File: config.mk
export PLATFORM = sky130hd
export DESIGN_NAME = gpio_xbus_port
export DESIGN_NICKNAME = d
export VERILOG_FILES = /design/src/rtl/gpio_xbus_pkg.sv /design/src/rtl/gpio_xbus_sync.sv /design/src/rtl/gpio_xbus_regs.sv /design/src/rtl/gpio_xbus_padmux.sv /design/src/rtl/gpio_xbus_port.sv
export SDC_FILE = /design/constraint.sdc
export NUM_CORES = 1
export LEC_CHECK = 0
export BUFFER_PORTS_ARGS = -buffer_cell sky130_fd_sc_hd__buf_2
export CORE_MARGIN = 2
export CORE_UTILIZATION = 50
export DETAILED_ROUTE_END_ITERATION = 10
export PLACE_DENSITY = 0.89
export SETUP_SLACK_MARGIN = 0.3
export SYNTH_ARGS = -nofsm -noshare
export SYNTH_HDL_FRONTEND = slang
export SYNTH_SLANG_ARGS = --single-unit
File: constraint.sdc
create_clock -name clk -period 3.2 [get_ports clk]
set_clock_uncertainty 0.1 [all_clocks]
set_input_delay 0.16 -clock clk [delete_from_list [all_inputs] [get_ports clk]]
set_output_delay 0.16 -clock clk [all_outputs]
set_load 0.05 [all_outputs]
File: src/rtl/gpio_xbus_pkg.sv
package gpio_xbus_pkg;

    localparam int PORT_W  = 8;
    localparam int MODE_W  = 3;
    localparam int ADDR_W  = 2;
    localparam int PULL_BIT = 0;

    typedef enum logic [ADDR_W-1:0] {
        SEL_LATCH = 2'd0,
        SEL_DIR   = 2'd1,
        SEL_PULL  = 2'd2,
        SEL_XMODE = 2'd3
    } reg_sel_e;

    typedef struct packed {
        logic [MODE_W-1:0] xmode;
        logic              pull_en;
    } ctrl_t;

    function automatic logic addr_role(input logic [MODE_W-1:0] xmode,
                                       input logic ext);
        return ext || (xmode != '0);
    endfunction

endpackage

File: src/rtl/gpio_xbus_sync.sv
module gpio_xbus_sync #(
    parameter int W = gpio_xbus_pkg::PORT_W
) (
    input  logic         clk,
    input  logic [W-1:0] raw,
    output logic [W-1:0] synced
);
    for (genvar i = 0; i < W; i++) begin : g_bit
        logic meta_q;
        logic hold_q;
        always_ff @(posedge clk) begin
            meta_q <= raw[i];
            hold_q <= meta_q;
        end
        assign synced[i] = hold_q;
    end
endmodule

File: src/rtl/gpio_xbus_regs.sv
module gpio_xbus_regs
    import gpio_xbus_pkg::*;
#(
    parameter int W = PORT_W
) (
    input  logic              clk,
    input  logic              rst,
    input  logic [ADDR_W-1:0] addr,
    input  logic              wr,
    input  logic              rd,
    input  logic [W-1:0]      wdata,
    input  logic [W-1:0]      pins_sync,
    output logic [W-1:0]      rdata,
    output logic [W-1:0]      latch_q,
    output logic [W-1:0]      dir_q,
    output ctrl_t             ctrl_q
);
    reg_sel_e sel;
    assign sel = reg_sel_e'(addr);

    // Output latch: deliberately not reset (value undefined after reset)
    always_ff @(posedge clk) begin
        if (wr && sel == SEL_LATCH) latch_q <= wdata;
    end

    always_ff @(posedge clk) begin
        if (rst) begin
            dir_q  <= '0;
            ctrl_q <= '0;
        end else if (wr) begin
            case (sel)
                SEL_DIR:   dir_q         <= wdata;
                SEL_PULL:  ctrl_q.pull_en <= wdata[PULL_BIT];
                SEL_XMODE: ctrl_q.xmode  <= wdata[MODE_W-1:0];
                default:   ;
            endcase
        end
    end

    always_comb begin
        rdata = '0;
        if (rd) begin
            case (sel)
                SEL_LATCH: rdata = (pins_sync & ~dir_q) | (latch_q & dir_q);
                SEL_DIR:   rdata = '0;
                SEL_PULL:  rdata[PULL_BIT] = ctrl_q.pull_en;
                SEL_XMODE: rdata[MODE_W-1:0] = ctrl_q.xmode;
                default:   rdata = '0;
            endcase
        end
    end
endmodule

File: src/rtl/gpio_xbus_padmux.sv
module gpio_xbus_padmux #(
    parameter int W = gpio_xbus_pkg::PORT_W
) (
    input  logic         addr_mode,
    input  logic         pull_en,
    input  logic [W-1:0] latch,
    input  logic [W-1:0] dir,
    input  logic [W-1:0] addr_byte,
    output logic [W-1:0] out,
    output logic [W-1:0] oe,
    output logic [W-1:0] pu
);
    for (genvar i = 0; i < W; i++) begin : g_pad
        assign out[i] = addr_mode ? addr_byte[i] : latch[i];
        assign oe[i]  = addr_mode | dir[i];
        assign pu[i]  = pull_en & ~addr_mode & ~dir[i];
    end
endmodule

File: src/rtl/gpio_xbus_port.sv
module gpio_xbus_port
    import gpio_xbus_pkg::*;
#(
    parameter int PORT_WIDTH = PORT_W
) (
    input  logic                  clk,
    input  logic                  rst,
    input  logic [ADDR_W-1:0]     bus_addr,
    input  logic                  bus_wr,
    input  logic                  bus_rd,
    input  logic [PORT_WIDTH-1:0] bus_wdata,
    output logic [PORT_WIDTH-1:0] bus_rdata,
    input  logic                  ext_access,
    input  logic [PORT_WIDTH-1:0] xaddr_hi,
    input  logic [PORT_WIDTH-1:0] pin_in,
    output logic [PORT_WIDTH-1:0] pin_out,
    output logic [PORT_WIDTH-1:0] pin_oe,
    output logic [PORT_WIDTH-1:0] pin_pu
);
    logic [PORT_WIDTH-1:0] pins_sync;
    logic [PORT_WIDTH-1:0] latch_q;
    logic [PORT_WIDTH-1:0] dir_q;
    ctrl_t                 ctrl_q;
    logic                  addr_mode;

    gpio_xbus_sync #(.W(PORT_WIDTH)) u_sync (
        .clk    (clk),
        .raw    (pin_in),
        .synced (pins_sync)
    );

    gpio_xbus_regs #(.W(PORT_WIDTH)) u_regs (
        .clk       (clk),
        .rst       (rst),
        .addr      (bus_addr),
        .wr        (bus_wr),
        .rd        (bus_rd),
        .wdata     (bus_wdata),
        .pins_sync (pins_sync),
        .rdata     (bus_rdata),
        .latch_q   (latch_q),
        .dir_q     (dir_q),
        .ctrl_q    (ctrl_q)
    );

    assign addr_mode = addr_role(ctrl_q.xmode, ext_access);

    gpio_xbus_padmux #(.W(PORT_WIDTH)) u_pads (
        .addr_mode (addr_mode),
        .pull_en   (ctrl_q.pull_en),
        .latch     (latch_q),
        .dir       (dir_q),
        .addr_byte (xaddr_hi),
        .out       (pin_out),
        .oe        (pin_oe),
        .pu        (pin_pu)
    );
endmodule

==> flow_summary_export.csv, run 1 <==
group,metric,value,unit
layout,seq_area,801,µm²
worst_setup_path,crit_slowest_cell,"or4_1",
clock_tree,path_clk_slew,100,ps
worst_setup_path,ff2ff_path_depth,2,
route,drt-initial-drc-count,60,
synth,ys_ff_latch,36,
layout,finish.utilization,69.4,%
clock_tree,cts_tree,"built",
floorplanning,die_w,59.3,µm
layout,fillers,220,
floorplanning,initial_core_util,51.3,%
timing,max_freq,416,MHz
synth,syn-instance-count,139,
route,wire_per_inst,14.0,µm
timing,max_slew_margin,59.6,%
placement,dpl.cell_count,226,
clock_tree,clock-sinks,36,
floorplanning,core,2980,µm²
timing,setup_viol,0,
worst_setup_path,crit_buf_inv,1,
global_route,grtUsageTotal,21.8,%
worst_setup_path,worst-path-max-fanout,14,
floorplanning,io_pins,63,
synth,yosysSeqAreaShare,52.4,%
timing,fin_setup_tns,0,ps
global_route,globalRouteOverflowTotal,0,
worst_setup_path,endpoint_kind,"primary output",
synth,synth-simple-area-share,14.4,%
worst_hold_path,whs_path_depth,2,
clock_tree,cts_max_level,2,
global_route,grt_max_degree,26,
layout,final_common_cell,"buf_2",
synth,syn-cell-area,1530,µm²
global_route,grt_pass1_wl,5.63,mm
pwr,ir_worst_vdd,0.000356,V
worst_setup_path,cp_slowest_stage_delay,840,ps
route,drc_errors,0,
synth,avgSynthCellArea,11.0,µm²
floorplanning,die_h,59.3,µm
timing,max_slew.worst_pin.slew,606,ps
outcome,status,"finished clean",
layout,final_layout_size_suffix_gt1_share,41.5,%
timing,hold_slack,65.3,ps
synth,synth-compound-area-share,13.7,%
worst_setup_path,cpLargestDelayFamily,"simple AND/OR/NAND/NOR gates",
layout,multiInputGateArea,669,µm²
timing,rsz0062_at_grt,"no",
route,num_vias,1321,
synth,syn-num-nets,175,
timing,slew_violations,0,
route,postRouteAntennaNets,0,
clock_tree,clk_path_buf_depth,2,
placement,portBuffers,62,
synth,synthAdderAreaFrac,4.10,%
worst_setup_path,path_cells,"or4_1 -> mux2_1 -> buf_2",
worst_setup_path,worst_ep_arrival_time,2140,ps
synth,yosys_warnings,0,
worst_hold_path,hold_class,"in -> reg",
placement,globalplace.congestion,0.746,
global_route,grt_pass1_vias,1215,
synth,synth_top_family_by_area,"simple AND/OR/NAND/NOR gates",
placement,post-place-ws,1180,ps
timing,finalCritPeriodShare,75.1,%
worst_setup_path,start_kind,"flop",
timing,setup_ws,798,ps
layout,antenna_cells,0,
pwr,p_leak,0.913,nW
clock_tree,cts_buffers,5,
route,via_per_inst,5.28,
placement,dpl.hpwl,2.49,mm
route,dr.pass1.iters,4,
pwr,p_per_area,462,nW/µm²
worst_hold_path,hold_end,"u_regs.dir_q[2]",
timing,hold_viol,0,
synth,synth_mux_area_share,11.6,%
global_route,antenna_found_initial,0,
synth,synth_xor_area_share,0,%
worst_setup_path,worst-r2r-setup-slack,2260,ps
layout,area_growth,35.3,%
synth,synth.distinct_cells,25,
floorplanning,rows,20,
layout,layout.cells.non_filler,250,
run,cap_violations,0,
route,routed_wl,3.49,mm
worst_setup_path,r2r-end,"u_regs.ctrl_q[3]",
layout,nets,252,
clock_tree,clock_latency,320,ps
worst_hold_path,min_from,"rst",
worst_setup_path,crit-reg2reg-launch,"u_regs.ctrl_q[3]",
timing,min_period,2400,ps
worst_setup_path,required,2940,ps
layout,mostFrequentLayoutCells,"buf_2, dfxtp_1, dlygate4sd3_1",
worst_setup_path,crit_type,"reg -> out",
floorplanning,die_area,3510,µm²
clock_tree,root_buffer,"clkbuf_4",
==> worst max-delay path by stage <==
stage,slack [ps],from,to,cells past startpoint
floorplan,790,u_regs.ctrl_q[3],pin_pu[0],4
global placement,1180,u_regs.ctrl_q[3],pin_out[3],3
detailed placement,1180,u_regs.ctrl_q[3],pin_out[3],3
CTS,810,u_regs.ctrl_q[3],pin_out[3],3
global route,730,u_regs.ctrl_q[3],pin_out[3],3
finish,800,u_regs.ctrl_q[3],pin_out[3],3
==> synthesized netlist by cell type (all sizes together) <==
cell    number  area, µm²
a211oi       1       7.51
a21bo       12        120
a21oi       12       60.1
a221oi       1       8.76
and2         1       6.26
buf          2       16.3
clkbuf       7       26.3
dfxtp       28        561
edfxtp       8        240
ha           5       62.6
inv          4       15.0
mux2         8       97.6
mux2i        8       80.1
nand2        3       11.3
nand2b       9       56.3
nand3       12       60.1
nand3b       1       7.51
nor2         5       18.8
nor3         8       40.0
nor4         1       12.5
o22ai        2       12.5
or4          1       7.51
==> final cells by class <==
type	instances	area share, %
Multi-Input combinational cell	90	32.4
Sequential cell	36	38.7
Clock buffer	7	2.66
Timing Repair Buffer	79	23.1
Tap cell	33	2.00
Clock inverter	1	0.363
Inverter	4	0.726
==> registers in the layout, summed over array words and instances, names as in the netlist <==
signal,flops
u_regs.ctrl_q,4
u_sync.g_bit.hold_q,8
u_regs.dir_q,8
u_regs.latch_q,8
u_sync.g_bit.meta_q,8
==> kinds of logic (layout without fill, tap and decap cells) <==
group,Yosys count,count (layout)
AND/OR/NAND/NOR,41,41
flip-flops,36,36
AO/OA/AOI/OAI,28,28
multiplexers,16,16
buffers and inverters,13,91
adder cells (fa/ha/maj),5,5
==> what timing repair did <==
action	CTS	global route
buffers inserted	0	0
hold buffers	16	0
endpoints found under the hold margin	19	0
gates resized for setup	0	0
setup endpoints to repair	0	0
==> layer usage <==
metal | vias up | track usage, % | wire length, µm
met2 | 54 | 36.6 | 1820
met1 | 616 | 27.2 | 1430
met5 | - | 0 | 0
li1 | 643 | - | -
met3 | 8 | 5.46 | 193
met4 | 0 | 7.14 | 48
==> power by group <==
part	switching, mW	internal (mW)	leakage [nW]	total (mW)
Clock	0.135	0.108	0.0315	0.242
Combinational	0.144	0.0745	0.576	0.218
Sequential	0.0102	0.485	0.306	0.495
==> stage by stage <==
stage          power (mW)  area [µm²]
5_1_grt             0.997        2070
6_report            0.956        2070
2_1_floorplan       0.653        1530
3_5_place_dp        0.708        1840
3_3_place_gp        0.704        1840
4_1_cts             0.960        2070
Power figures use the tool's default switching activity.
==> inputs of run 2 (changes only) <==
CORE_UTILIZATION = 47   (was 50)
PLACE_DENSITY = 0.84   (was 0.89)
clock period = 2.5 ns   (was 3.2 ns; I/O delays follow)
==> flow_summary_export.csv, run 2 (synthesis gave the netlist of run 1 again) <==
group,metric,value,unit
outcome,status,"finished clean",
pwr,pwr-share-seq,48.3,%
placement,dpl.hpwl,2.41,mm
global_route,antenna_found_initial,0,
pwr,pwr-share-comb,21.5,%
timing,finalCritPeriodShare,84.7,%
worst_setup_path,crit_buf_inv,1,
route,postRouteAntennaNets,0,
layout,fillers,253,
worst_setup_path,cp.depth,3,
pwr,switchingPower,0.385,mW
run,cap_violations,0,
route,routed_wl,3.60,mm
worst_setup_path,worst_ep_arrival_time,1890,ps
pwr,p_leak,0.924,nW
placement,portBuffers,62,
worst_setup_path,worst-path-max-fanout,14,
floorplanning,die_area,3720,µm²
timing,hold_viol,0,
worst_setup_path,cpLargestDelayFamily,"simple AND/OR/NAND/NOR gates",
placement,globalplace.congestion,0.742,
floorplanning,die_w,61.0,µm
timing,max_slew_margin,60.9,%
clock_tree,clk_path_buf_depth,2,
clock_tree,cts_tree,"built",
floorplanning,initial_core_util,49.6,%
worst_setup_path,path_cells,"or4_4 -> mux2_1 -> buf_2",
global_route,grt_max_degree,26,
timing,min_period,2120,ps
worst_setup_path,endpoint,"pin_out[3]",
clock_tree,root_buffer,"clkbuf_4",
pwr,p_clk_share,30.2,%
global_route,grtUsageTotal,21.1,%
layout,mostFrequentLayoutCells,"buf_2, dfxtp_1, dlygate4sd3_1",
worst_setup_path,crit-reg2reg-launch,"u_regs.ctrl_q[1]",
global_route,grt_pass1_wl,5.60,mm
worst_setup_path,ff2ff_path_depth,2,
global_route,grt_pass1_vias,1224,
layout,final_common_cell,"buf_2",
route,drt-initial-drc-count,27,
worst_setup_path,r2r-end,"u_regs.ctrl_q[1]",
clock_tree,post_cts_buffers,0,
timing,max_slew.worst_pin.slew,587,ps
layout,nets,252,
layout,area_growth,37.3,%
timing,slew_violations,0,
pwr,switching_share,29.3,%
layout,multiInputGateArea,673,µm²
worst_setup_path,required,2280,ps
route,wire_per_inst,13.8,µm
worst_setup_path,endpoint_kind,"primary output",
route,drc_errors,0,
pwr,intPower,0.927,mW
clock_tree,path_clk_slew,120,ps
floorplanning,rows,20,
worst_setup_path,crit_type,"reg -> out",
timing,max_freq,472,MHz
worst_hold_path,hold_class,"in -> reg",
route,dr.pass1.iters,4,
timing,setup_viol,0,
clock_tree,cts_max_level,2,
worst_setup_path,cp_slowest_stage_delay,660,ps
worst_setup_path,crit_slowest_cell,"or4_4",
pwr,ir_worst_vdd,0.000364,V
worst_setup_path,critPathLaunch,"u_regs.ctrl_q[1]",
floorplanning,io_pins,63,
layout,final_layout_size_suffix_gt1_share,41.9,%
timing,fin_setup_tns,0,ps
worst_setup_path,start_kind,"flop",
clock_tree,clock-sinks,36,
timing,rsz0062_at_grt,"no",
clock_tree,cts_buffers,5,
global_route,globalRouteOverflowTotal,0,
worst_setup_path,worst-r2r-setup-slack,1530,ps
route,via_per_inst,4.94,
clock_tree,clock_latency,330,ps
timing,hold_slack,31.0,ps
route,num_vias,1289,
layout,antenna_cells,0,
floorplanning,core,3080,µm²
floorplanning,die_h,61.0,µm
layout,seq_area,801,µm²
pwr,p_per_area,625,nW/µm²
run 2: cell types whose count changed in the layout (fill, tap and decap cells not counted), sizes merged:
cell,previous run,this run
clkinv,0,1
bufinv,0,1
clkinvlp,1,0
clkbuf,7,6
run 2: cell type report:
type | instances | area share (%)
timing repair buffer | 79 | 22.8
clock buffer | 6 | 1.97
sequential | 36 | 38.2
multi-input combinational | 90 | 32.1
inverter | 4 | 0.716
tap | 44 | 2.62
clock inverter | 2 | 1.67
run 2: worst reg2reg max path, cell delays in order (launching register included):
cell,delay (ps)
dfxtp_1,410
a21bo_2,250
a21oi_1,150
run 2: worst min-delay path by stage:
stage / start / to / slack (ps) / depth (start not counted)
after floorplan: pin_in[0] / u_sync.g_bit[0].meta_q / 50 / 0
after global placement: pin_in[7] / u_sync.g_bit[7].meta_q / 130 / 1
after detailed placement: pin_in[1] / u_sync.g_bit[1].meta_q / 130 / 1
after CTS: rst / u_regs.dir_q[2] / 8 / 2
after global routing: rst / u_regs.dir_q[2] / 20 / 2
final: rst / u_regs.dir_q[7] / 30 / 2
run 2: per-layer routing:
metal	share of wire (%)	GRT usage, %
met5	0	0
met4	1.4	8.70
met3	4.8	4.41
met2	52	37.5
met1	41	24.7
run 2: power by group through the flow:
| stage | logic [mW] | clock network, mW | registers [mW] |
|---|---|---|---|
| after floorplan | 0.193 | 0 | 0.643 |
| after global placement | 0.257 | 0 | 0.645 |
| after detailed placement | 0.260 | 0 | 0.647 |
| after CTS | 0.281 | 0.401 | 0.634 |
| after global routing | 0.298 | 0.430 | 0.637 |
| final | 0.282 | 0.396 | 0.633 |
run 2: repair_timing:
action | in CTS | in global routing
pin swaps | 0 | 1
hold buffers | 16 | 0
cloned | 0 | 0
endpoints found under the hold margin | 28 | 0
resized for setup | 1 | 0
endpoints found under the setup margin | 14 | 1
run 2: per-stage QoR:
| stage | setup slack, ps | instances | power [mW] | utilization (%) | instance area, µm² |
|---|---|---|---|---|---|
| floorplan | 123 | 139 | 0.836 | - | 1530 |
| global placement | 509 | 237 | 0.903 | 60.4 | 1860 |
| detailed placement | 485 | 237 | 0.907 | 60.4 | 1860 |
| CTS | 352 | 261 | 1.32 | 68.2 | 2100 |
| global route | 310 | 261 | 1.36 | 68.2 | 2100 |
| finish | 383 | 261 | 1.31 | 68.2 | 2100 |
==> inputs of run 3 (changes only) <==
ABC_AREA = 1   (was unset)
CORE_UTILIZATION = 46   (was 47)
PLACE_DENSITY = 0.83   (was 0.84)
clock period = 2.1 ns   (was 2.5 ns; I/O delays follow)
==> flow_summary_export.csv, run 3 <==
group,metric,value,unit
timing,max_freq,564,MHz
outcome,status,"finished clean",
worst_setup_path,worst_ep_arrival_time,1570,ps
clock_tree,clk_path_buf_depth,2,
layout,final_common_cell,"buf_2",
synth,synth_top_flop_cell,"dfxtp_1",
layout,area_growth,46.1,%
timing,max_slew_margin,77.2,%
synth,ys_ff_latch,36,
route,wire_per_inst,12.7,µm
route,dr.pass1.iters,4,
timing,setup_viol,0,
worst_setup_path,ff2ff_path_depth,2,
synth,netlist.top_cell.by_area,"dfxtp_1",
worst_hold_path,min_from,"bus_addr[1]",
floorplanning,initial_core_util,48.5,%
clock_tree,cts_buffers,5,
worst_setup_path,required,1890,ps
worst_setup_path,start_kind,"flop",
route,postRouteAntennaNets,0,
route,routed_wl,3.98,mm
pwr,p_leak,1.06,nW
layout,antenna_cells,0,
synth,syn-cell-area,1490,µm²
synth,synth.most_common_cell,"nand2_1",
global_route,grt_max_degree,17,
synth,yosysTopAreaCellShare,37.6,%
synth,yosysSeqAreaShare,53.7,%
layout,nets,303,
layout,fillers,263,
worst_setup_path,worst-path-max-fanout,8,
layout,finish.utilization,70.8,%
timing,finalCritPeriodShare,84.4,%
global_route,grtUsageTotal,22.7,%
synth,yosys_warnings,0,
clock_tree,clock_latency,350,ps
pwr,ir_worst_vdd,0.000550,V
synth,synth_commonest_cells,"nand2_1, dfxtp_1, inv_1",
placement,dpl.hpwl,2.56,mm
synth,yosys-top-cells-area,"dfxtp_1, edfxtp_1, nand2_1",
synth,async_flop_share,0,%
placement,portBuffers,62,
worst_setup_path,crit-reg2reg-launch,"u_regs.ctrl_q[0]",
clock_tree,path_clk_slew,100,ps
global_route,grt_pass1_wl,5.82,mm
timing,fin_setup_tns,0,ps
timing,min_period,1770,ps
worst_setup_path,crit_type,"reg -> out",
pwr,power,1.49,mW
floorplanning,io_pins,63,
pwr,p_per_area,683,nW/µm²
layout,final_layout_size_suffix_gt1_share,33.2,%
clock_tree,cts_max_level,2,
floorplanning,die_area,3710,µm²
worst_setup_path,r2r-end,"u_regs.ctrl_q[0]",
placement,globalplace.congestion,0.779,
route,drc_errors,0,
synth,synth_edf_count,8,
layout,layout.cells.non_filler,312,
clock_tree,clock-sinks,36,
synth,synth.distinct_cells,21,
route,num_vias,1460,
timing,hold_slack,142,ps
floorplanning,core,3080,µm²
synth,syn-num-nets,210,
timing,hold_viol,0,
floorplanning,die_h,60.9,µm
worst_hold_path,whs_path_depth,4,
timing,rsz0062_at_grt,"yes",
global_route,grt_pass1_vias,1339,
layout,mostFrequentLayoutCells,"buf_2, nand2_1, dfxtp_1",
worst_hold_path,hold_end,"u_regs.ctrl_q[0]",
clock_tree,root_buffer,"clkbuf_4",
clock_tree,cts_tree,"built",
synth,avgSynthCellArea,8.57,µm²
global_route,antenna_found_initial,0,
synth,syn-instance-count,174,
floorplanning,rows,20,
timing,slew_violations,0,
route,drt-initial-drc-count,41,
worst_setup_path,worst-r2r-setup-slack,1300,ps
run,cap_violations,0,
worst_hold_path,hold_class,"in -> reg",
timing,max_slew.worst_pin.slew,341,ps
floorplanning,die_w,60.9,µm
route,via_per_inst,4.68,
global_route,globalRouteOverflowTotal,0,
worst_setup_path,endpoint_kind,"primary output",
placement,dpl.cell_count,278,
-- run 3: cell count changes in the layout (fill, tap and decap cells not counted), sizes merged, moves of 3 or more --
cell and delta:
or2 +3, nand2 +48, nor2 +12, a21bo -12, nand2b -9, mux2i -8, nor3 -6, a21oi +3
mux2 -8, clkbuf +6, inv +18, o21ai +6
-- run 3: area by class of cell --
class / instances / area, µm² / share of cell area, %
Sequential cell: 36 / 801 / 36.7
Multi-Input combinational cell: 115 / 623 / 28.6
Timing Repair Buffer: 87 / 568 / 26.1
Tap cell: 44 / 55.1 / 2.53
Clock inverter: 1 / 5.00 / 0.230
Clock buffer: 7 / 45.0 / 2.07
Inverter: 22 / 82.6 / 3.79
-- run 3: worst max-delay path by stage --
| stage | from | to | slack [ps] | depth (start not counted) |
|---|---|---|---|---|
| after floorplan | bus_addr[0] | bus_rdata[3] | 220 | 4 |
| after global placement | bus_addr[0] | bus_rdata[2] | 630 | 6 |
| after detailed placement | u_regs.ctrl_q[3] | pin_pu[1] | 620 | 4 |
| after CTS | u_regs.ctrl_q[2] | pin_oe[4] | 310 | 4 |
| after global routing | u_regs.ctrl_q[1] | pin_oe[4] | 280 | 5 |
| final | u_regs.ctrl_q[1] | pin_oe[4] | 330 | 5 |
-- run 3: cell families after synthesis --
| kind of cell | share of synthesized area [%] |
|---|---|
| AO/OA/AOI/OAI | 10.6 |
| adder cells (fa/ha/maj) | 4.19 |
| buffers and inverters | 6.54 |
| flip-flops | 53.7 |
| AND/OR/NAND/NOR | 25.0 |
-- run 3: worst max-delay path, stage by stage, from the launching register on --
cell and delay [ps]:
dfxtp_1 360, nor2_4 150, buf_4 190, nand2_8 90, or2_1 210, clkbuf_4 210
-- run 3: layer usage --
layer,global-route usage (%),routed length (µm)
met1,24.2,1540
met2,41.8,2100
met5,0,0
met3,4.48,228
met4,12.1,104
-- run 3: metrics by stage --
step / setup slack (ps) / instance area (µm²)
final: 327 / 2180
after global routing: 275 / 2180
after CTS: 310 / 2110
after detailed placement: 619 / 1840
after global placement: 628 / 1840
after floorplan: 215 / 1490
-- run 3: repair_timing --
item	in CTS	in global routing
endpoints found under the hold margin	28	0
buffers inserted	4	3
hold buffers	18	0
endpoints found under the setup margin	10	10
pin swaps	2	3
gates cloned	0	1
gates resized for setup	1	6
-- run 3: report_power, final --
part	internal, mW	leakage (nW)	switching (mW)
clock	0.130	0.0293	0.228
combinational	0.123	0.729	0.253
sequential	0.739	0.306	0.0146
